`config.mk`:
```
export PLATFORM = sky130hd
export DESIGN_NAME = snoop_combiner
export DESIGN_NICKNAME = d
export VERILOG_FILES = /design/src/rtl/snoop_cmb_pkg.sv /design/src/rtl/snoop_reply_latch.sv /design/src/rtl/snoop_window_timer.sv /design/src/rtl/snoop_resolve.sv /design/src/rtl/snoop_combiner.sv
export SDC_FILE = /design/constraint.sdc
export NUM_CORES = 1
export LEC_CHECK = 0
export BUFFER_PORTS_ARGS = -buffer_cell sky130_fd_sc_hd__buf_2
export CAP_MARGIN = 20
export CORE_ASPECT_RATIO = 0.6
export CORE_MARGIN = 2
export CORE_UTILIZATION = 25
export CTS_BUF_LIST = sky130_fd_sc_hd__clkbuf_8
export CTS_CLUSTER_DIAMETER = 120
export DETAILED_ROUTE_END_ITERATION = 16
export SLEW_MARGIN = 30
export SYNTH_ARGS = -nofsm -noshare
export SYNTH_HDL_FRONTEND = slang
export SYNTH_HIERARCHICAL = 1
export SYNTH_SLANG_ARGS = --single-unit
```
`constraint.sdc`:
```
create_clock -name clk_i -period 2.5 [get_ports clk_i]
set_clock_uncertainty 0.2 [all_clocks]
set_input_delay 0.5 -clock clk_i [delete_from_list [all_inputs] [get_ports clk_i]]
set_output_delay 0.5 -clock clk_i [all_outputs]
set_load 0.005 [all_outputs]
```
`src/rtl/snoop_cmb_pkg.sv`:
```
package snoop_cmb_pkg;
  typedef enum logic {
    LAT_VARIABLE = 1'b0,
    LAT_FIXED    = 1'b1
  } lat_mode_e;
endpackage

```
`src/rtl/snoop_reply_latch.sv`:
```
module snoop_reply_latch (
  input  logic clk_i,
  input  logic rst_ni,
  input  logic clear_i,
  input  logic capture_i,
  input  logic ready_i,
  input  logic shared_i,
  input  logic dirty_i,
  output logic rdy_o,
  output logic rdy_nxt_o,
  output logic shared_o,
  output logic dirty_o
);
  logic rdy_q, sh_q, dt_q, take;

  assign take      = capture_i & ready_i & ~rdy_q;
  assign rdy_nxt_o = rdy_q | (capture_i & ready_i);

  always_ff @(posedge clk_i or negedge rst_ni) begin
    if (!rst_ni) begin
      rdy_q <= 1'b0;
      sh_q  <= 1'b0;
      dt_q  <= 1'b0;
    end else if (clear_i) begin
      rdy_q <= 1'b0;
      sh_q  <= 1'b0;
      dt_q  <= 1'b0;
    end else if (take) begin
      rdy_q <= 1'b1;
      sh_q  <= shared_i;
      dt_q  <= dirty_i;
    end
  end

  assign rdy_o    = rdy_q;
  assign shared_o = sh_q;
  assign dirty_o  = dt_q;

  // first reply sticks until the next strobe
  a_r8_reply_sticks: assert property (@(posedge clk_i) disable iff (!rst_ni)
    rdy_q && !clear_i |=> rdy_q && $stable(sh_q) && $stable(dt_q));
  a_r8_unready_empty: assert property (@(posedge clk_i) disable iff (!rst_ni)
    !rdy_q |-> !sh_q && !dt_q);
endmodule

```
`src/rtl/snoop_window_timer.sv`:
```
module snoop_window_timer
  import snoop_cmb_pkg::*;
#(
  parameter int CNT_W = 4
) (
  input  logic             clk_i,
  input  logic             rst_ni,
  input  logic             strobe_i,
  input  logic             mode_fixed_i,
  input  logic [CNT_W-1:0] lat_i,
  input  logic             all_rdy_nxt_i,
  output logic             capture_o,
  output logic             valid_o,
  output logic             err_o,
  output lat_mode_e        mode_o
);
  localparam int CMP_W = CNT_W + 1;

  logic             busy_q, valid_q, err_q;
  logic [CNT_W-1:0] cnt_q, lat_q;
  lat_mode_e        mode_q;
  logic [CMP_W-1:0] cnt_inc;
  logic             win_done;

  assign cnt_inc  = {1'b0, cnt_q} + CMP_W'(1);
  assign win_done = cnt_inc >= {1'b0, lat_q};   // lat 0 behaves as 1

  always_ff @(posedge clk_i or negedge rst_ni) begin
    if (!rst_ni) begin
      busy_q  <= 1'b0;
      valid_q <= 1'b0;
      err_q   <= 1'b0;
      cnt_q   <= '0;
      lat_q   <= '0;
      mode_q  <= LAT_VARIABLE;
    end else if (strobe_i) begin
      busy_q  <= 1'b1;
      valid_q <= 1'b0;
      err_q   <= 1'b0;
      cnt_q   <= '0;
      lat_q   <= lat_i;
      mode_q  <= lat_mode_e'(mode_fixed_i);
    end else if (busy_q && !valid_q) begin
      cnt_q <= cnt_inc[CNT_W-1:0];
      if (mode_q == LAT_FIXED) begin
        if (win_done) begin
          valid_q <= 1'b1;
          err_q   <= ~all_rdy_nxt_i;
        end
      end else if (all_rdy_nxt_i) begin
        valid_q <= 1'b1;
      end
    end
  end

  assign capture_o = busy_q & ~valid_q;
  assign valid_o   = valid_q;
  assign err_o     = err_q;
  assign mode_o    = mode_q;

  a_r7_err_fixed_only: assert property (@(posedge clk_i) disable iff (!rst_ni)
    err_q |-> valid_q && mode_q == LAT_FIXED);
  a_r10_valid_holds: assert property (@(posedge clk_i) disable iff (!rst_ni)
    valid_q && !strobe_i |=> valid_q && $stable(err_q));
  a_r9_strobe_clears: assert property (@(posedge clk_i) disable iff (!rst_ni)
    strobe_i |=> !valid_q && !err_q);
  a_r3_valid_needs_txn: assert property (@(posedge clk_i) disable iff (!rst_ni)
    valid_q |-> busy_q);
endmodule

```
`src/rtl/snoop_resolve.sv`:
```
module snoop_resolve #(
  parameter int N_CACHES = 4
) (
  input  logic                valid_i,
  input  logic                err_i,
  input  logic [N_CACHES-1:0] sh_i,
  input  logic [N_CACHES-1:0] dt_i,
  output logic                shared_o,
  output logic                dirty_o,
  output logic                mem_supply_o,
  output logic                mem_inhibit_o,
  output logic                fill_excl_o,
  output logic                err_o
);
  logic any_sh, any_dt;

  assign any_sh = |sh_i;
  assign any_dt = |dt_i;

  // everything gated by valid: results are inhibited until snoop completes
  always_comb begin
    shared_o      = valid_i & any_sh;
    dirty_o       = valid_i & any_dt;
    mem_supply_o  = valid_i & ~any_dt;
    mem_inhibit_o = valid_i & any_dt;
    fill_excl_o   = valid_i & ~any_sh;
    err_o         = valid_i & err_i;
  end
endmodule

```
`src/rtl/snoop_combiner.sv`:
```
module snoop_combiner
  import snoop_cmb_pkg::*;
#(
  parameter int N_CACHES = 4,
  parameter int CNT_W    = 4
) (
  input  logic                clk_i,
  input  logic                rst_ni,
  input  logic                addr_strobe_i,
  input  logic                mode_fixed_i,
  input  logic [CNT_W-1:0]    fixed_lat_i,
  input  logic [N_CACHES-1:0] snp_shared_i,
  input  logic [N_CACHES-1:0] snp_dirty_i,
  input  logic [N_CACHES-1:0] snp_ready_i,
  output logic                shared_o,
  output logic                dirty_o,
  output logic                snoop_valid_o,
  output logic                mem_supply_o,
  output logic                mem_inhibit_o,
  output logic                fill_excl_o,
  output logic                timeout_err_o
);
  logic [N_CACHES-1:0] rdy_q, rdy_nxt, sh_q, dt_q;
  logic                capture, valid, err;
  lat_mode_e           mode_q;

  for (genvar g = 0; g < N_CACHES; g++) begin : g_port
    snoop_reply_latch u_latch (
      .clk_i     (clk_i),
      .rst_ni    (rst_ni),
      .clear_i   (addr_strobe_i),
      .capture_i (capture),
      .ready_i   (snp_ready_i[g]),
      .shared_i  (snp_shared_i[g]),
      .dirty_i   (snp_dirty_i[g]),
      .rdy_o     (rdy_q[g]),
      .rdy_nxt_o (rdy_nxt[g]),
      .shared_o  (sh_q[g]),
      .dirty_o   (dt_q[g])
    );
  end

  snoop_window_timer #(.CNT_W(CNT_W)) u_timer (
    .clk_i         (clk_i),
    .rst_ni        (rst_ni),
    .strobe_i      (addr_strobe_i),
    .mode_fixed_i  (mode_fixed_i),
    .lat_i         (fixed_lat_i),
    .all_rdy_nxt_i (&rdy_nxt),
    .capture_o     (capture),
    .valid_o       (valid),
    .err_o         (err),
    .mode_o        (mode_q)
  );

  snoop_resolve #(.N_CACHES(N_CACHES)) u_resolve (
    .valid_i       (valid),
    .err_i         (err),
    .sh_i          (sh_q),
    .dt_i          (dt_q),
    .shared_o      (shared_o),
    .dirty_o       (dirty_o),
    .mem_supply_o  (mem_supply_o),
    .mem_inhibit_o (mem_inhibit_o),
    .fill_excl_o   (fill_excl_o),
    .err_o         (timeout_err_o)
  );

  assign snoop_valid_o = valid;

  a_r5_mem_onehot: assert property (@(posedge clk_i) disable iff (!rst_ni)
    snoop_valid_o |-> $onehot({mem_supply_o, mem_inhibit_o}));
  a_r3_quiet_pending: assert property (@(posedge clk_i) disable iff (!rst_ni)
    !snoop_valid_o |-> !(shared_o | dirty_o | mem_supply_o | mem_inhibit_o
                         | fill_excl_o | timeout_err_o));
  a_r4_all_answered: assert property (@(posedge clk_i) disable iff (!rst_ni)
    $rose(snoop_valid_o) && mode_q == LAT_VARIABLE |-> &rdy_q);
  a_r7_err_means_missing: assert property (@(posedge clk_i) disable iff (!rst_ni)
    timeout_err_o |-> !(&rdy_q));
  a_r6_fill_vs_shared: assert property (@(posedge clk_i) disable iff (!rst_ni)
    snoop_valid_o |-> fill_excl_o != shared_o);
endmodule

```
Word-level counts from Yosys, hierarchy flattened
Cells that the tools add are included.
{ "totals": {"regBits": 24, "inputBits": 20, "out_inout_bits": 7, "word_cells": 97} }
{ "classes": {"n_addsub": 1, "n_lt_le_gt_ge": 1, "n_eq_ne": 1, "n_mux": 35, "bitwise_logic": 26, "n_reduce_logical": 15} }
{ "op_table": {"columns": ["op", "count"], "rows": [
  ["2-to-1 mux 1 bit", 33],
  ["bitwise AND 1 bit", 14],
  ["nonzero test 2 bit", 7],
  ["2-to-1 mux 4 bit", 2],
  ["inverter 1 bit", 8],
  ["OR reduction 4 bit", 2],
  ["AND reduction 3 bit", 2],
  ["adder 4 x 1 -> 5 bit, second input constant", 1],
  ["greater-or-equal comparator 5 x 4 -> 1 bit", 1],
  ["bitwise OR 1 bit", 4],
  ["AND reduction 4 bit", 1],
  ["inequality test 3 bit, second input constant", 1],
  ["nonzero test 3 bit", 1],
  ["logical AND 1 bit", 1],
  ["zero test 1 bit", 1]
]} }

Longest topological paths before layout
Gate-level depths: netlist of run 1.
{ "depth": {"word_depth": 10, "ltp_mapped": 7} }

Modules after synthesis
The synthesis of run 1 kept the hierarchy.
{ "by_module_without_submodules": {"columns": ["module", "n_inst", "cells_each", "area_per_inst_um2", "seq_area_each_um2"], "rows": [
  ["snoop_window_timer", 1, 62, 643.1, 300.3],
  ["snoop_reply_latch", 4, 12, 145.1, 75.1],
  ["snoop_resolve", 1, 8, 63.8, 0.0],
  ["snoop_combiner", 1, 1, 8.8, 0.0]
]} }

Least setup slack after synthesis of run 1
Ideal clock, no wire load.
{ "synth_timing": {"kind": "register -> register", "start": "reg u_timer.cnt_q[0]", "end": "reg u_timer.err_q (netlist: u_timer/err_o)", "arrival_ps": 1810, "slack_ps": 365, "path_stages_with_launch": 8, "n_path_buf": 0, "synth_period_minus_slack_ps": 2135, "path_cell_list": "dfrtp_1 ha_1 xor2_1 ha_1 a21oi_1 o21ai_1 a41oi_2 mux2_4"} }
{ "synth_between": {"elab_chain_cells": 4} }
{ "synth_lines": {"columns": ["item", "line_no", "text"], "rows": [
  ["from (decl)", "snoop_window_timer.sv:20", "logic [CNT_W-1:0] cnt_q, lat_q;"],
  ["from (signal assigned)", "snoop_window_timer.sv:44", "cnt_q <= cnt_inc[CNT_W-1:0];"],
  ["adder 4 x 1 -> 5 bit", "snoop_window_timer.sv:25", "assign cnt_inc = {1'b0, cnt_q} + CMP_W'(1);"],
  ["greater-or-equal comparator 5 x 4 -> 1 bit", "snoop_window_timer.sv:26", "assign win_done = cnt_inc >= {1'b0, lat_q};"],
  ["nonzero test 2 bit (no line)", null, null],
  ["AND reduction 3 bit (no line)", null, null],
  ["to (signal assigned)", "snoop_window_timer.sv:48", "err_q <= ~all_rdy_nxt_i;"],
  ["to (decl)", "snoop_window_timer.sv:19", "logic busy_q, valid_q, err_q;"]
]} }
No other way between the ends.
A chain may end at the register's enable or synchronous reset.

Final worst setup path of run 1
Ends and elaborated chain as after synthesis.

==> out/metrics.yaml, run 1 <==
grt_usage_pct: 9.33
dr.pass1.iters: 4
grt_max_degree: 37
min_path_type: "input pin to asynchronous set/reset pin"
crit_fanout: 4
yosys-top-cells-area: "dfrtp_1 46%, nand2b_1 7.7%, mux2i_1 6.2%"
seq_area_frac_synth_pct: 46.3
ys_top_cells_by_count: "24 x dfrtp_1, 16 x nand2b_1, 8 x mux2i_1, 8 x nand2_1, 8 x nor2b_1"
cts_htree_levels: 1
slowest_stage: "dfrtp_1"
synth.most_common_cell: "dfrtp_1"
slowest_delay_ps: 430
area_growth_pct: 19.5
syn_area_um2: 1300
design.core.area_um2: 5030
async_flop_share_pct: 100
wl_met3_um: 123
crit_type: "register to register"
antenna_found_initial: 0
avgViaCountPerCell: 4.12
synth_edf_count: 0
initialDrtViolationCount: 33
num_vias: 874
yosys.area.top_type: "dfrtp_1"
netlist.area_leader.share_pct: 46.3
wl_um: 2410
fillCellCount: 517
period_minus_slack_ps: 2280
grt_pass1_vias: 867
postCtsSetupBuffers: 0
dp_hpwl_um: 1830
fp.dieH_um: 59.8
tritoncts: "built"
grt_setup_unrepaired: "no"
cts_hold_buf: 0
cts_made_buffers: 3
top_layer: "met4"
num_rows: 20
postSynthAreaPerCell_um2: 10.9
cpMostUsedCell: "ha_1"
insertion_delay_ps: 260
path_cells: "ha_1 -> xor2_1 -> ha_1 -> a21oi_1 -> o21ai_1 -> a41oi_2 -> mux2_4"
cts_root_buffer: "clkbuf_8"
grt_pass1_wl_um: 4190
relSlewSlack_pct: 62.5
ys.flop_type: "dfrtp_1"
synthesis.nets: 144
pre_cts_slack_ps: 242
tightest_slew_ps: 562
ys_types: 32
power_leakage_nw: 0.740
pin_count: 27
p_per_area_nw_per_um2: 651
cts.sinks: 24
max_cap_violations: 0
hold_violations: 0
met2_length_um: 913
antenna_left: 0
layout-drive-gt1-share_pct: 30.8
start_kind: "register"
fmax_ghz: 0.439
wl_per_cell_um: 11.4
arrival_ps: 2230
clk_path_buf_depth: 2
routabilityCongestion: 0.773
die_area_um2: 5800
crit_path_end_kind: "register"
initial_core_util_pct: 25.8
setup_viol: 0
ys_warn_count: 6
cp_data_required_time_ps: 2460
diodes: 0
nets: 172
wl_met1_um: 1350
ys_seq_elements: 24
overflow: 0
drv_slew: 0
ctsResizeCount: 0
setup_tns_ps: 0
die_w_um: 97.0
worst_slack_ps: 222
clk_pin_slew_ps: 80
fin_crit_sh_pct: 91.1
drc: 0
portBuffers: 26
ir_drop_mv: 0.174
netlist_instances: 119
status: "completed"
-- stage by stage --
| step | instances | util (%) | cell area [µm²] | power, mW | hold slack (ps) |
|---|---|---|---|---|---|
| floorplan | 119 | - | 1300 | 0.673 | 4.41 |
| global placement | 208 | 29.7 | 1490 | 0.761 | 281 |
| detailed placement | 208 | 29.7 | 1490 | 0.764 | 288 |
| CTS | 212 | 30.8 | 1550 | 1.03 | 17.0 |
| global route | 212 | 30.8 | 1550 | 1.09 | 30.6 |
| finish | 212 | 30.8 | 1550 | 1.01 | 0.997 |
-- sequential cells by signal, summed over array words and instances (netlist names) --
register                 flops
g_port.u_latch/rdy_o         4
u_timer/valid_o              1
g_port.u_latch/dirty_o       4
u_timer/busy_q               1
u_timer/err_o                1
u_timer/cnt_q                4
u_timer/mode_o               1
u_timer/lat_q                4
g_port.u_latch/shared_o      4
-- final cells by class --
type | instances | area (µm²) | area share, %
multi-input cells | 87 | 662 | 42.7
flip-flops and latches | 24 | 601 | 38.8
repair buffers | 26 | 130 | 8.40
well taps | 66 | 82.6 | 5.33
clock buffers | 4 | 55.1 | 3.55
inverters | 5 | 18.8 | 1.21
-- metal layers --
layer  global-route usage (%)  up-vias
met5                        0        -
met4                     3.62        0
met3                     2.46        2
met2                     12.8       21
met1                     13.9      396
li1                         -      455
-- cell usage in the layout, fill, tap and decap left out --
cell type,count
o211ai_1,1
mux2_2,1
o21ai_0,1
and3b_2,4
clkbuf_8,4
nand2b_1,16
xor2_1,2
nor3b_2,1
inv_1,5
a31oi_1,1
nor4_2,2
dfrtp_1,24
and4_1,1
nor2_1,3
a21o_2,4
nor2b_1,8
mux2_1,1
nand2b_4,1
o21ai_1,4
mux2_4,1
or2_1,1
buf_2,26
mux2i_1,8
o2bb2ai_1,1
and2_1,3
nand2_1,8
ha_1,5
or3_1,1
a41oi_2,1
xnor2_1,2
nand3_1,1
a21oi_1,4
-- cell families after synthesis --
family	synth area share (%)
adder cells (fa/ha/maj)	4.83
AO/OA/AOI/OAI	9.17
XOR/XNOR	2.70
flip-flops	46.3
multiplexers	9.07
buffers and inverters	2.61
AND/OR/NAND/NOR	25.3
-- path summary, 6_finish.rpt --
kind                                                    from                                      to  slack, ps  depth (start not counted)
max in group asynchronous                             rst_ni  g_port[1].u_latch/shared_o$_DFFE_PN0P_       1750                          1
worst min-delay path                                  rst_ni  g_port[2].u_latch/shared_o$_DFFE_PN0P_          1                          1
worst min register to register  u_timer/lat_q[0]$_DFFE_PN0P_            u_timer/lat_q[0]$_DFFE_PN0P_        300                          1
worst max-delay path            u_timer/cnt_q[0]$_DFFE_PN0P_               u_timer/err_o$_DFFE_PN0P_        220                          7
worst max register to register  u_timer/cnt_q[0]$_DFFE_PN0P_               u_timer/err_o$_DFFE_PN0P_        220                          7
min in group clk_i                            fixed_lat_i[1]            u_timer/lat_q[1]$_DFFE_PN0P_        250                          3
-- where the power goes --
group          internal (mW)  leakage [nW]  switching (mW)  total, mW
clock                  0.140        0.0288           0.116      0.256
sequential             0.434         0.308          0.0365      0.470
combinational          0.144         0.403           0.138      0.282
total                  0.718         0.740           0.291       1.01
-- critical path, delay by kind of cell, from the launching register on --
family | cells | cell delay (ps)
AOI/OAI and AO/OA | 3 | 520
xor gates and xnor gates | 1 | 170
adders and majority gates | 2 | 560
DFF | 1 | 430
muxes | 1 | 310
Power figures use the tool's default switching activity.
==> run 2, diff against run 1 <==
--- a/config.mk
+++ b/config.mk
@@ -5,6 +5,7 @@
 export SDC_FILE = /design/constraint.sdc
 export NUM_CORES = 1
 export LEC_CHECK = 0
+export ABC_AREA = 1
 export BUFFER_PORTS_ARGS = -buffer_cell sky130_fd_sc_hd__buf_2
 export CAP_MARGIN = 20
 export CORE_ASPECT_RATIO = 0.6
==> out/metrics.yaml, run 2 <==
synth_edf_count: 0  # unchanged
ys.flop_type: "dfrtp_1"  # unchanged
power_leakage_nw: 0.879  # was 0.740 nW
antenna_found_initial: 0  # unchanged
wl_per_cell_um: 10.4  # was 11.4 µm
syn_area_um2: 1280  # was 1300 µm²
insertion_delay_ps: 270  # was 260 ps
final_common_cell: "nand2_1"  # was buf_2
crit_path_end_kind: "register"  # unchanged
synth-simple-area-share_pct: 33.3  # was 25.3%
cts_htree_levels: 1  # unchanged
yosys.area.top_type: "dfrtp_1"  # unchanged
die_w_um: 96.6  # was 97.0 µm
dr.pass1.iters: 4  # unchanged
nets: 217  # was 172
netlist.area_leader.share_pct: 46.7  # was 46.3%
clk_pin_slew_ps: 90  # was 80 ps
status: "completed"  # unchanged
setup_tns_ps: 0  # unchanged
min_path_type: "input pin to asynchronous set/reset pin"  # unchanged
async_flop_share_pct: 100  # unchanged
relSlewSlack_pct: 62.6  # was 62.5%
synth_compound_area_share_pct: 5.74  # was 9.17%
yosys-top-cells-area: "dfrtp_1 47%, nand2_1 12%, nand3_1 12%"  # was dfrtp_1 46%, nand2b_1 7.7%, mux2i_1 6.2%
period_minus_slack_ps: 1970  # was 2280 ps
dp_hpwl_um: 2070  # was 1830 µm
cts_hold_buf: 0  # unchanged
synth_top_family_by_area: "simple AND/OR/NAND/NOR gates"  # unchanged
ir_drop_mv: 0.250  # was 0.174 mV
pin_count: 27  # unchanged
ys_top_cells_by_count: "41 x nand2_1, 30 x nand3_1, 24 x dfrtp_1, 22 x inv_1, 10 x nor2_2"  # was 24 x dfrtp_1, 16 x nand2b_1, 8 x mux2i_1, 8 x nand2_1, 8 x nor2b_1
grt_setup_unrepaired: "no"  # unchanged
post-route-util_pct: 31.1  # was 30.8%
synth.most_common_cell: "nand2_1"  # was dfrtp_1
drv_slew: 0  # unchanged
diodes: 0  # unchanged
tritoncts: "built"  # unchanged
cts.sinks: 24  # unchanged
hold_violations: 0  # unchanged
initialDrtViolationCount: 78  # was 33
yosys-mux-area-fraction_pct: 0  # was 9.07%
initial_core_util_pct: 25.7  # was 25.8%
path_cells: "ha_1 -> xor2_1 -> ha_1 -> a21oi_1 -> nand2_1 -> nand2_1 -> nand3_1 -> nand3_1 -> nand2_1"  # was ha_1 -> xor2_1 -> ha_1 -> a21oi_1 -> o21ai_1 -> a41oi_2 -> mux2_4
ys_types: 18  # was 32
routabilityCongestion: 0.701  # was 0.773
synthesis.nets: 188  # was 144
postSynthAreaPerCell_um2: 7.88  # was 10.9 µm²
grt_pass1_vias: 928  # was 867
design.core.area_um2: 5000  # was 5030 µm²
ys_seq_elements: 24  # unchanged
critPathTopFamily: "adder cells"  # unchanged
setup_viol: 0  # unchanged
die_area_um2: 5750  # was 5800 µm²
crit_fanout: 5  # was 4
synth_fa_ha_area_share_pct: 4.87  # was 4.83%
drc: 0  # unchanged
fmax_ghz: 0.507  # was 0.439 GHz
whs_ps: 8.88  # was 0.997 ps
portBuffers: 26  # unchanged
slowest_stage: "dfrtp_1"  # unchanged
slowest_delay_ps: 440  # was 430 ps
fin_crit_sh_pct: 78.9  # was 91.1%
ctsResizeCount: 0  # unchanged
p_per_area_nw_per_um2: 754  # was 651 nW/µm²
avgViaCountPerCell: 4.14  # was 4.12
overflow: 0  # unchanged
start_kind: "register"  # unchanged
grt_max_degree: 25  # was 37
cts_root_buffer: "clkbuf_8"  # unchanged
area_growth_pct: 21.1  # was 19.5%
fp.dieH_um: 59.5  # was 59.8 µm
critical_path.n_buffers_inverters: 0  # unchanged
num_vias: 1064  # was 874
netlist_instances: 163  # was 119
cts_made_buffers: 3  # unchanged
grt_usage_pct: 10.2  # was 9.33%
finalNonFillerCells: 257  # was 212
wl_um: 2670  # was 2410 µm
arrival_ps: 1940  # was 2230 ps
num_rows: 20  # unchanged
postCtsSetupBuffers: 0  # unchanged
grt_pass1_wl_um: 4440  # was 4190 µm
post-place-cells: 253  # was 208
max_cap_violations: 0  # unchanged
p_total_mw: 1.17  # was 1.01 mW
crit_type: "register to register"  # unchanged
synth_xor_area_share_pct: 1.36  # was 2.70%
final_cell_mix: "41 x nand2_1, 30 x nand3_1, 26 x buf_2"  # was 26 x buf_2, 24 x dfrtp_1, 16 x nand2b_1
fillCellCount: 545  # was 517
layout-drive-gt1-share_pct: 25.7  # was 30.8%
ys_warn_count: 6  # unchanged
cpMostUsedCell: "nand2_1"  # was ha_1
tightest_slew_ps: 561  # was 562 ps
clk_path_buf_depth: 2  # unchanged
cp_data_required_time_ps: 2460  # about the same
antenna_left: 0  # unchanged
seq_area_frac_synth_pct: 46.7  # was 46.3%
-- run 2: cell types whose count changed after synthesis, moves of 8 or more --
cell,delta
nor2_2,+10
mux2i_1,-8
nor2b_1,-8
nand2_1,+33
nand3_1,+29
nand2b_1,-16
inv_1,+17
-- run 2: power breakdown --
part           internal, mW  total [mW]  switching [mW]
logic                 0.132       0.349           0.217
clock network         0.214       0.346           0.131
registers             0.439       0.479          0.0400
-- run 2: final timing paths --
path | to | slack [ps] | startpoint | cells past startpoint
worst max-delay path | u_timer/valid_o$_DFFE_PN0P_ | 530 | u_timer/cnt_q[0]$_DFFE_PN0P_ | 9
worst min-delay path | u_timer/lat_q[2]$_DFFE_PN0P_ | 9 | rst_ni | 1
worst max register to register | u_timer/valid_o$_DFFE_PN0P_ | 530 | u_timer/cnt_q[0]$_DFFE_PN0P_ | 9
worst min register to register | u_timer/lat_q[0]$_DFFE_PN0P_ | 290 | u_timer/lat_q[0]$_DFFE_PN0P_ | 2
max in group asynchronous | u_timer/valid_o$_DFFE_PN0P_ | 1710 | rst_ni | 1
min in group clk_i | u_timer/lat_q[0]$_DFFE_PN0P_ | 220 | fixed_lat_i[0] | 3
-- run 2: worst register-to-register path, stage by stage (launching register included) --
cell and delay, ps:
dfrtp_1 440, ha_1 240, xor2_1 210, ha_1 270, a21oi_1 150, nand2_1 70, nand2_1 70, nand3_1 90
nand3_1 70, nand2_1 50
-- run 2: layer usage --
layer / share of wire (%) / track usage [%] / wire [µm]
met1: 57 / 17.2 / 1510
met2: 36 / 12.4 / 969
met3: 6.9 / 3.69 / 183
met4: 0 / 0.604 / 0
met5: 0 / 0 / 0
-- run 2: per-stage QoR --
step                      instance area, µm²  setup slack, ps
after floorplan                         1280              668
after global placement                  1490              603
after detailed placement                1490              551
after CTS                               1560              528
after global routing                    1560              307
final                                   1560              528
-- run 2: logic make-up (layout without fill, tap and decap cells) --
logic type	after synthesis	after routing
flops	24	24
simple gates	92	92
xor+xnor	2	2
compound gates	14	14
fa+ha+maj	5	5
buf+inv	26	54
-- run 2: layout make-up --
| cell class | instances | area, µm² | share of cell area [%] |
|---|---|---|---|
| sequential | 24 | 601 | 38.6 |
| clock inverter | 1 | 30.0 | 1.93 |
| tap | 66 | 82.6 | 5.31 |
| multi-input combinational | 113 | 582 | 37.4 |
| timing repair buffer | 26 | 130 | 8.36 |
| inverter | 24 | 90.1 | 5.79 |
| clock buffer | 3 | 41.3 | 2.65 |
